## config.mk

```make
export PLATFORM = sky130hd
export DESIGN_NAME = flags_guard_loader
export DESIGN_NICKNAME = d
export VERILOG_FILES = /design/src/rtl/flg_pkg.sv /design/src/rtl/flg_keep_mask.sv /design/src/rtl/flg_merge.sv /design/src/rtl/flg_event_gen.sv /design/src/rtl/flags_guard_loader.sv
export SDC_FILE = /design/constraint.sdc
export NUM_CORES = 1
export LEC_CHECK = 0
export BUFFER_PORTS_ARGS = -buffer_cell sky130_fd_sc_hd__buf_2
export CORE_MARGIN = 2
export CORE_UTILIZATION = 56
export DETAILED_ROUTE_END_ITERATION = 16
export PLACE_DENSITY = 0.85
export REMOVE_ABC_BUFFERS = 1
export SYNTH_ARGS = -nofsm -noshare
export SYNTH_HDL_FRONTEND = slang
export SYNTH_HIERARCHICAL = 1
export SYNTH_SLANG_ARGS = --single-unit
```

## constraint.sdc

```tcl
create_clock -name clk -period 5.25 [get_ports clk]
set_clock_uncertainty 0.15 [all_clocks]
set_input_delay 0.525 -clock clk [delete_from_list [all_inputs] [get_ports clk]]
set_output_delay 0.525 -clock clk [all_outputs]
set_load 0.01 [all_outputs]
```

## src/rtl/flg_pkg.sv

```systemverilog
package flg_pkg;
  localparam int FLG_W     = 16;
  localparam int PRIV_W    = 2;
  localparam int IOPL_LO   = 12;
  localparam int IOPL_W    = 2;
  localparam int IE_POS    = 9;
  localparam int TF_POS    = 8;
  localparam int RSV_POS   = 1;
  localparam int RM_CLR_LO = 12;
  typedef logic [FLG_W-1:0] flags_t;
  localparam flags_t FLAGS_RST = flags_t'(1) << RSV_POS;
endpackage

```

## src/rtl/flg_keep_mask.sv

```systemverilog
module flg_keep_mask
  import flg_pkg::*;
#(
  parameter int W       = FLG_W,
  parameter int PW      = PRIV_W,
  parameter int FLD_LO  = IOPL_LO,
  parameter int FLD_W   = IOPL_W,
  parameter int IE_BIT  = IE_POS,
  parameter int CLR_LO  = RM_CLR_LO
) (
  input  logic             prot_mode,
  input  logic [PW-1:0]    cur_priv,
  input  logic [FLD_W-1:0] old_field,
  output logic [W-1:0]     keep_mask,
  output logic [W-1:0]     clr_mask
);
  logic user_lvl;
  logic ie_locked;

  always_comb begin
    user_lvl  = prot_mode && (cur_priv != '0);
    ie_locked = prot_mode && (PW'(cur_priv) > PW'(old_field));
  end

  for (genvar b = 0; b < W; b++) begin : g_bit
    if (b >= FLD_LO && b < FLD_LO + FLD_W) begin : g_fld
      assign keep_mask[b] = user_lvl;
    end else if (b == IE_BIT) begin : g_ie
      assign keep_mask[b] = ie_locked;
    end else begin : g_free
      assign keep_mask[b] = 1'b0;
    end
    if (b >= CLR_LO) begin : g_hi
      assign clr_mask[b] = ~prot_mode;
    end else begin : g_lo
      assign clr_mask[b] = 1'b0;
    end
  end
endmodule

```

## src/rtl/flg_merge.sv

```systemverilog
module flg_merge
  import flg_pkg::*;
#(
  parameter int W      = FLG_W,
  parameter int ONE_AT = RSV_POS
) (
  input  logic [W-1:0] old_word,
  input  logic [W-1:0] req_word,
  input  logic [W-1:0] keep_mask,
  input  logic [W-1:0] clr_mask,
  output logic [W-1:0] new_word
);
  localparam logic [W-1:0] ONE_MASK = {{(W-1){1'b0}}, 1'b1} << ONE_AT;

  always_comb begin
    new_word = (req_word & ~keep_mask & ~clr_mask) | (old_word & keep_mask);
    new_word = new_word | ONE_MASK;
  end
endmodule

```

## src/rtl/flg_event_gen.sv

```systemverilog
module flg_event_gen
  import flg_pkg::*;
#(
  parameter int W      = FLG_W,
  parameter int TF_BIT = TF_POS,
  parameter int IE_BIT = IE_POS
) (
  input  logic         clk,
  input  logic         rst_n,
  input  logic         load,
  input  logic [W-1:0] loaded_word,
  input  logic         irq_pending,
  output logic         step_trap,
  output logic         irq_take
);
  logic trap_d, take_d;

  always_comb begin
    trap_d = load && loaded_word[TF_BIT];
    take_d = load && loaded_word[IE_BIT] && irq_pending;
  end

  always_ff @(posedge clk or negedge rst_n) begin
    if (!rst_n) begin
      step_trap <= 1'b0;
      irq_take  <= 1'b0;
    end else begin
      step_trap <= trap_d;
      irq_take  <= take_d;
    end
  end
endmodule

```

## src/rtl/flags_guard_loader.sv

```systemverilog
module flags_guard_loader
  import flg_pkg::*;
(
  input  logic              clk,
  input  logic              rst_n,
  input  logic              wr_en,
  input  logic [FLG_W-1:0]  wr_data,
  input  logic              prot_mode,
  input  logic [PRIV_W-1:0] cur_priv,
  input  logic              irq_pending,
  output logic [FLG_W-1:0]  flags_q,
  output logic              step_trap,
  output logic              irq_take
);
  flags_t keep_mask, clr_mask, merged, flags_d;

  flg_keep_mask u_mask (
    .prot_mode (prot_mode),
    .cur_priv  (cur_priv),
    .old_field (flags_q[IOPL_LO +: IOPL_W]),
    .keep_mask (keep_mask),
    .clr_mask  (clr_mask)
  );

  flg_merge u_merge (
    .old_word  (flags_q),
    .req_word  (wr_data),
    .keep_mask (keep_mask),
    .clr_mask  (clr_mask),
    .new_word  (merged)
  );

  always_comb begin
    flags_d = flags_q;
    if (wr_en) flags_d = merged;
  end

  always_ff @(posedge clk or negedge rst_n) begin
    if (!rst_n) flags_q <= FLAGS_RST;
    else        flags_q <= flags_d;
  end

  flg_event_gen u_evt (
    .clk         (clk),
    .rst_n       (rst_n),
    .load        (wr_en),
    .loaded_word (merged),
    .irq_pending (irq_pending),
    .step_trap   (step_trap),
    .irq_take    (irq_take)
  );
endmodule

```

==> impl_results.md, run 1 <==
* Status: finished with violations
* Failing checks: negative hold slack
* Syn. warnings at 6
* Residual DRC at 0
* CTS tree: yes
* Final setup TNS at 0 ns
* Register share of total power at 0.467
* Mapped Cells at 125
* Antenna-violating nets left at 0
* Gate power share at 0.303
* Final hold viol count at 8
* Mean Syn Cell Area at 11.3 um^2
* Area grow syn2layout at 6.75%
* RSZ-0062 raised after global routing: false
* DP HPWL at 1650 um
* Post-CTS setup buffers at 0
* PortBufs at 39
* Cts bufs inserted at 3
* P_sw at 0.000104 W
* Global-route wire length before repair at 3240 um
* Share of post-route cells with drive strength above 1 at 0.576
* Initial Util at 0.579
* Clk root buf: clkbuf_4
* Sw Ratio at 0.287
* CTS resizes at 0
* Crit path DAT at between 1.5 and 2 ns
* MaxCap Viol Count at 0
* Final min period at 1.84 ns
* R2r startpoint: flags_q[13]$_DFFE_PN0P_
* Hold Slack at -0.00131 ns
* Total global routing overflow at 0
* Critical setup path kind: reg -> reg
* R2R depth at 7
* P per Cell Area at 241 nW/um^2
* Clock slew seen by the registers of the worst setup and hold paths at 0.10 ns
* Hold Path Class: in -> async
* Leak at 0.846 nW
* Final setup viols at 0
* Largest net degree at the start of global routing at 19
* Post-CTS Hold Fix Bufs at 0
* WP data required at 5.28 ns
* Clk pwr share at 0.230
* FMAX at roughly 540 MHz
* Die area at roughly 2900 um^2
* DR vias/cell at 4.47
* Initial antenna violation count at 0
* Int Pwr at 0.000258 W
* Vias in the first global route at 834
* H-tree levels at 1
* R2r endpoint: flags_q[9]$_DFFE_PN0P_
* Drt first-iter violations at 0
* Crit end category: register
* Clk buf depth at 2
* Fin crit share at 0.351
* Drt pass-1 iters at 1
* Die H at 54.2 um
* Worst R2R Setup Slack at roughly 3.4 ns
* Max Slew Vio Count at 0
* Wire per inst at 10.5 um
* Critical Path Start Type: register
* Commonest non-fill, non-tap cell in the layout: buf_2
* Final Util at 0.618
* Cell Rows at 18
* Routed wire length at 1980 um
* Via Count at 840
* Crit path max fanout at 4
* Nets at 184
* Die Width at 54.2 um
* GRT Overall Usage at 0.152
* Mapped Area at around 1400 um^2
* Final GP Congestion at between 0.6 and 0.7
* Maximum vdd drop at 137 uV
* Commonest non-fill, non-tap cells in the layout: buf_2, conb_1, dfrtp_1
* Io pins at 41
* Clock insertion delay at the later pin of the skew report at between 0.2 and 0.3 ns
* Core Area at 2430 um^2
* Clock Sinks at 18
* Antenna cells at 0
==> worst max path at each step <==
stage | start | end | slack (ns) | cells past startpoint
4_1_cts | flags_q[13]$_DFFE_PN0P_ | flags_q[9]$_DFFE_PN0P_ | 3.39 | 7
2_1_floorplan | cur_priv[1] | flags_q[9]$_DFFE_PN0P_ | 3.40 | 6
3_3_place_gp | cur_priv[1] | flags_q[9]$_DFFE_PN0P_ | 3.25 | 7
3_5_place_dp | cur_priv[1] | flags_q[9]$_DFFE_PN0P_ | 3.20 | 7
6_report | flags_q[13]$_DFFE_PN0P_ | flags_q[9]$_DFFE_PN0P_ | 3.41 | 7
5_1_grt | flags_q[13]$_DFFE_PN0P_ | flags_q[9]$_DFFE_PN0P_ | 3.29 | 7
==> per-stage QoR <==
step / instance area [um^2] / worst slack (ns) / power [W] / hold WS [ns] / std cells
after floorplan: 1230 / 3.40 / 0.000241 / 0.0794 / 115
after global placement: 1470 / 3.25 / 0.000277 / 0.323 / 184
after detailed placement: 1470 / 3.20 / 0.000283 / 0.327 / 184
after CTS: 1500 / 3.39 / 0.000369 / 0.00210 / 188
after global routing: 1500 / 3.29 / 0.000389 / 0.0192 / 188
final: 1500 / 3.41 / 0.000362 / -0.00131 / 188
==> flip-flops by register name, indices dropped and copies added, names as in the netlist <==
name	cells
flags_q	16
u_evt/irq_take	1
u_evt/step_trap	1
==> routing by layer <==
metal	part of all wire	up-vias	global-route usage
li1	-	420	-
met5	0	-	0
met3	0.051	2	0.0167
met1	0.39	394	0.157
met2	0.55	24	0.309
met4	0.0096	0	0.0500
==> critical path: stages (launching register included) <==
cell and delay, ns:
dfrtp_1 0.40, inv_1 0.06, ha_1 0.30, nand2b_1 0.08, a221oi_2 0.27, nand2b_4 0.17
o21ai_2 0.05, mux2_4 0.25
==> layout make-up <==
class	count	area, um^2
Multi-Input combinational cell	93	768
Tap cell	30	37.5
Inverter	4	15.0
Sequential cell	18	452
Fill cell	212	928
Clock buffer	4	36.3
Timing Repair Buffer	39	195
==> power groups by stage <==
stage	Combinational (W)	Clock, W	Sequential, W
3_5_place_dp	0.000110	0	0.000173
5_1_grt	0.000122	0.0000939	0.000173
3_3_place_gp	0.000106	0	0.000170
4_1_cts	0.000111	0.0000882	0.000170
6_report	0.000110	0.0000832	0.000169
2_1_floorplan	0.0000615	0	0.000179
No activity file was read; power rests on OpenSTA's default activity.
==> run 2: changes to the inputs <==
--- a/config.mk
+++ b/config.mk
@@ -7,9 +7,9 @@
 export LEC_CHECK = 0
 export BUFFER_PORTS_ARGS = -buffer_cell sky130_fd_sc_hd__buf_2
 export CORE_MARGIN = 2
-export CORE_UTILIZATION = 56
+export CORE_UTILIZATION = 52
 export DETAILED_ROUTE_END_ITERATION = 16
-export PLACE_DENSITY = 0.85
+export PLACE_DENSITY = 0.8
 export REMOVE_ABC_BUFFERS = 1
 export SYNTH_ARGS = -nofsm -noshare
 export SYNTH_HDL_FRONTEND = slang
==> constraint.sdc (replaced) <==
create_clock -name clk -period 1.85 [get_ports clk]
set_clock_uncertainty 0.15 [all_clocks]
set_input_delay 0.185 -clock clk [delete_from_list [all_inputs] [get_ports clk]]
set_output_delay 0.185 -clock clk [all_outputs]
set_load 0.01 [all_outputs]
==> run 2 against run 1 <==
  * The run now ends clean
  * Worst hold slack improved by 0.12 ns
  * Sequential share of layout area shrank 0.78 points
  * Cell count is 1.6% higher
  * Utilization shrank 0.62 points
  * Sequential cell count unchanged
  * Count of clock-buffer cells in the layout unchanged
  * Final area increased by 2.7%
  * Largest power group unchanged
  * Critical path type unchanged
  * Non-clock buffer count increased by 3
==> impl_results.md, run 2 (same netlist as run 1, synthesis figures left out) <==
* Final min period at 1.79 ns
* DR top layer: met4
* RSZ-0062 raised after global routing: false
* R2r endpoint: flags_q[9]$_DFFE_PN0P_
* PortBufs at 39
* Die Width at 56.1 um
* Crit end category: register
* Crit path DAT at 1.83 ns
* Area grow syn2layout at 9.59%
* Biggest regs: flags_q (16), u_evt/irq_take (1), u_evt/step_trap (1)
* P per Cell Area at 682 nW/um^2
* WL met2 at about 1100 um
* Global-route wire length before repair at 3710 um
* Cell Rows at 18
* MaxCap Viol Count at 0
* Commonest non-fill, non-tap cells in the layout: buf_2, conb_1, dfrtp_1
* GRT Overall Usage at 0.146
* Drt pass-1 iters at 4
* Multi-input gate area at 781 um^2
* Leak at roughly 0.86 nW
* Crit path max fanout at 4
* R2R depth at 7
* Final Util at 0.612
* Critical setup path kind: reg -> reg
* Wl on met1 at 805 um
* Status: finished clean
* Fillers at 222
* Vias in the first global route at approximately 930
* Hold Slack at about 0.11 ns
* Final setup TNS at 0 ns
* Crit path cell chain: inv_2 > ha_4 > nand2b_1 > a221oi_2 > nand2b_4 > o21ai_2 > mux2_4
* Power Total at 0.00105 W
* Hold Crit Start: wr_data[8]
* Antenna-violating nets left at 0
* Largest register by flop count: flags_q
* Routed wire length at 2070 um
* Hold Path Depth at 4
* Maximum vdd drop at 549 uV
* Die area at 3140 um^2
* Clock insertion delay at the later pin of the skew report at 0.29 ns
* Max Slew Vio Count at 0
* CTS tree: yes
* H-tree levels at 1
* Total global routing overflow at 0
* Die H at about 56 um
* R2r startpoint: flags_q[13]$_DFFE_PN0P_
* Worst R2R Setup Slack at approximately 0.062 ns
* Initial antenna violation count at 0
* Clk root buf: clkbuf_4
* Io pins at 41
* Final hold viol count at 0
* Antenna cells at 0
* Fin crit share at 0.967
* CP max-delay cell: dfrtp_1
* Max FFs per register at 16
* Initial Util at 0.559
* Via Count at 867
* FMAX at 559 MHz
* Final setup viols at 0
* Clock Sinks at 18
* Share of post-route cells with drive strength above 1 at 0.584
* Core Area at ~2500 um^2
* DP HPWL at about 1600 um
* Worst Hold End: u_evt/step_trap$_DFF_PN0_
* Critical Path Start Type: register
* Cts bufs inserted at 3
* Largest net degree at the start of global routing at 19
* Hold Path Class: in -> reg
* Residual DRC at 0
* DR vias/cell at 4.54
* Clock slew seen by the registers of the worst setup and hold paths at 0.11 ns
* WP data required at 1.89 ns
* Drt first-iter violations at 2
* Clk buf depth at 2
* Routed met3 length at 89 um
* Register area at about 450 um^2
* Commonest non-fill, non-tap cell in the layout: buf_2
* Nets at approximately 190
* CP peak stage delay at between 0.4 and 0.5 ns
* Wire per inst at 10.8 um
* Final GP Congestion at 0.775
run 2: cell count changes in the layout (fill, tap and decap cells not counted):
cell and change:
buf_4 +1, inv_1 -1, inv_2 +1, ha_1 -1, dlygate4sd3_1 +2, ha_4 +1
run 2: worst max path at each step:
stage,end,slack [ns],cells after the start,from
2_1_floorplan,flags_q[9]$_DFFE_PN0P_,0.07,7,flags_q[13]$_DFFE_PN0P_
3_3_place_gp,flags_q[9]$_DFFE_PN0P_,0.09,7,flags_q[13]$_DFFE_PN0P_
6_report,flags_q[9]$_DFFE_PN0P_,0.06,7,flags_q[13]$_DFFE_PN0P_
4_1_cts,flags_q[9]$_DFFE_PN0P_,0.002,7,flags_q[13]$_DFFE_PN0P_
5_1_grt,flags_q[9]$_DFFE_PN0P_,0.01,7,flags_q[13]$_DFFE_PN0P_
3_5_place_dp,flags_q[9]$_DFFE_PN0P_,0.03,7,flags_q[13]$_DFFE_PN0P_
run 2: layout make-up:
class	instances	share of cell area
Inverter	4	0.00972
Clock buffer	4	0.0235
Sequential cell	18	0.293
Tap cell	30	0.0243
Multi-Input combinational cell	93	0.506
Timing Repair Buffer	42	0.144
run 2: routing by layer:
layer,vias to the layer above,GRT usage
li1,431,-
met3,4,0.0256
met1,411,0.164
met5,-,0
met4,0,0.0612
met2,21,0.269
run 2: report_power, final:
part	internal [W]	switching, W	leakage, nW	total [W]
clock	0.000120	0.000127	0.0210	0.000247
combinational	0.000180	0.000146	0.605	0.000326
sequential	0.000444	0.0000370	0.233	0.000481
total	0.000744	0.000309	0.859	0.00105
run 2: worst max-delay path: cells and delay by family, from the launching register on:
kind	cells	cell delay [ns]
DFF	1	0.41
and+or+nand+nor	2	0.24
AOI/OAI and AO/OA	2	0.31
muxes	1	0.25
adders and majority gates	1	0.27
buffers and inverters	1	0.06
run 2: what timing repair did:
| action | CTS | global route |
|---|---|---|
| setup buffers | 0 | 1 |
| setup endpoints to repair | 0 | 1 |
| hold buffers | 2 | 0 |
| resized for setup | 0 | 2 |
| hold endpoints to repair | 19 | 0 |
run 2: through the flow:
step | cells | setup WS, ns | area, um^2
floorplan | 115 | 0.0675 | 1230
global placement | 184 | 0.0930 | 1470
detailed placement | 184 | 0.0296 | 1470
CTS | 190 | 0.00218 | 1520
global route | 191 | 0.0120 | 1540
finish | 191 | 0.0619 | 1540
==> run 3: changes to the inputs <==
--- a/config.mk
+++ b/config.mk
@@ -6,7 +6,7 @@
 export NUM_CORES = 1
 export LEC_CHECK = 0
 export BUFFER_PORTS_ARGS = -buffer_cell sky130_fd_sc_hd__buf_2
-export CORE_MARGIN = 2
+export CORE_MARGIN = 5
 export CORE_UTILIZATION = 52
 export DETAILED_ROUTE_END_ITERATION = 16
 export PLACE_DENSITY = 0.8
==> run 3 against run 2 <==
  * Final area decreased by 1.5%
  * Sequential share of layout area increased by 0.43 points
  * Utilization decreased by 1.4 points
  * Via count decreased by 1.8%
  * Critical path type unchanged
==> impl_results.md, run 3 (same netlist as run 1, synthesis figures left out) <==
* Vias in the first global route at roughly 900
* MaxCap Viol Count at 0
* Area grow syn2layout at 7.99%
* Clk root buf: clkbuf_4
* Max FFs per register at 16
* RSZ-0062 raised after global routing: false
* Max Slew Vio Count at 0
* Clock insertion delay at the later pin of the skew report at 0.29 ns
* Power Total at 0.00101 W
* Clk buf depth at 2
* Clock Sinks at 18
* Hold Slack at 0.133 ns
* Post-Place Cells at 184
* Gate power share at 0.322
* PortBufs at 39
* R2R depth at 7
* Hold Path Class: in -> reg
* Via Count at 851
* Drt first-iter violations at 9
* Biggest regs: flags_q (16), u_evt/irq_take (1), u_evt/step_trap (1)
* CP max-delay cell: dfrtp_1
* Share of post-route cells with drive strength above 1 at 0.565
* CTS tree: yes
* WP data required at 1.88 ns
* Global-route wire length before repair at about 3600 um
* Critical setup path kind: reg -> reg
* DP HPWL at 1820 um
* Leak at 0.853 nW
* Crit path DAT at 1.82 ns
* Routed wire length at 2240 um
* Fin crit share at 0.964
* Final hold viol count at 0
* Residual DRC at 0
* Status: finished clean
* Initial Util at 0.554
* Nets at 187
* Final setup TNS at 0 ns
* Cts bufs inserted at 3
* Cell Rows at 18
* Crit path cell chain: inv_1 > ha_1 > nand2b_1 > a221oi_2 > nand2b_4 > o21ai_2 > mux2_4
* Total global routing overflow at 0
* DR vias/cell at about 4.5
* Hold Path Depth at 4
* Wire per inst at 11.7 um
* P per Cell Area at between 600 and 700 nW/um^2
* Antenna-violating nets left at 0
* Final min period at 1.78 ns
* Commonest non-fill, non-tap cells in the layout: buf_2, conb_1, dfrtp_1
* Die area at just under 4000 um^2
* Crit end category: register
* H-tree levels at 1
* CP peak stage delay at 0.36 ns
* Drt pass-1 iters at 4
* Register share of total power at 0.476
* Largest register by flop count: flags_q
* Largest net degree at the start of global routing at 19
* Io pins at between 40 and 50
* Final GP Congestion at 0.755
* Commonest non-fill, non-tap cell in the layout: buf_2
* Sw Ratio at 0.303
* Critical Path Start Type: register
* Clock slew seen by the registers of the worst setup and hold paths at roughly 0.11 ns
* CTS resizes at 0
* GRT Overall Usage at 0.129
* Final setup viols at 0
* Layout Cells excl Fill at 191
* P_sw at 0.000305 W
* Int Pwr at 0.000704 W
* Maximum vdd drop at 422 uV
* FMAX at 561 MHz
* Initial antenna violation count at 0
* Antenna cells at 0
* Clk pwr share at 0.202
* Die H at 62.1 um
* Die Width at slightly above 60 um
* Core Area at 2540 um^2
* Crit path max fanout at 2
-- run 3: power by group through the flow --
stage	clock network (W)	logic, W	registers (W)
final	0.000204	0.000325	0.000480
after global routing	0.000228	0.000355	0.000487
after CTS	0.000212	0.000328	0.000481
after detailed placement	0	0.000318	0.000488
after global placement	0	0.000305	0.000484
after floorplan	0	0.000175	0.000509
-- run 3: layer usage --
| layer | vias up | track usage | share of wire |
|---|---|---|---|
| met5 | - | 0 | 0 |
| met4 | 0 | 0.0364 | 0 |
| met3 | 0 | 0.0269 | 0.076 |
| met2 | 24 | 0.250 | 0.53 |
| met1 | 398 | 0.140 | 0.39 |
| li1 | 429 | - | - |
-- run 3: path summary, 6_finish.rpt --
path | slack, ns | end | start
worst max-delay path | 0.07 | flags_q[9]$_DFFE_PN0P_ | flags_q[13]$_DFFE_PN0P_
worst min-delay path | 0.13 | u_evt/step_trap$_DFF_PN0_ | wr_data[8]
worst max register to register | 0.07 | flags_q[9]$_DFFE_PN0P_ | flags_q[13]$_DFFE_PN0P_
worst min register to register | 0.39 | flags_q[3]$_DFFE_PN0P_ | flags_q[3]$_DFFE_PN0P_
max in group asynchronous | 1.02 | flags_q[1]$_DFFE_PN1P_ | rst_n
min in group asynchronous | 0.20 | flags_q[13]$_DFFE_PN0P_ | rst_n
-- run 3: final cells by class --
type,instances,area (um^2)
inverters,4,15.0
fillers,223,1020
clock buffers,4,26.3
multi-input cells,93,768
flip-flops and latches,18,452
well taps,30,37.5
repair buffers,42,223
-- run 3: critical path: cells and delay by family (launching register included) --
family | cells | cell delay [ns]
flip-flops | 1 | 0.36
multiplexers | 1 | 0.25
adder cells (fa/ha/maj) | 1 | 0.31
buffers and inverters | 1 | 0.05
AO/OA/AOI/OAI | 2 | 0.31
AND/OR/NAND/NOR | 2 | 0.25
-- run 3: per-stage QoR --
| stage | utilization | cell area [um^2] | setup WS [ns] |
|---|---|---|---|
| after floorplan | - | 1230 | 0.0675 |
| after global placement | 0.577 | 1470 | 0.0870 |
| after detailed placement | 0.577 | 1470 | 0.0152 |
| after CTS | 0.598 | 1520 | 0.0396 |
| after global routing | 0.598 | 1520 | 0.000302 |
| final | 0.598 | 1520 | 0.0673 |
-- run 3: timing repair --
action / 4_1_cts / 5_1_grt
hold endpoints to repair: 19 / 0
buffers inserted: 1 / 0
pin swaps: 0 / 1
endpoints found under the setup margin: 1 / 1
hold buffers: 2 / 0
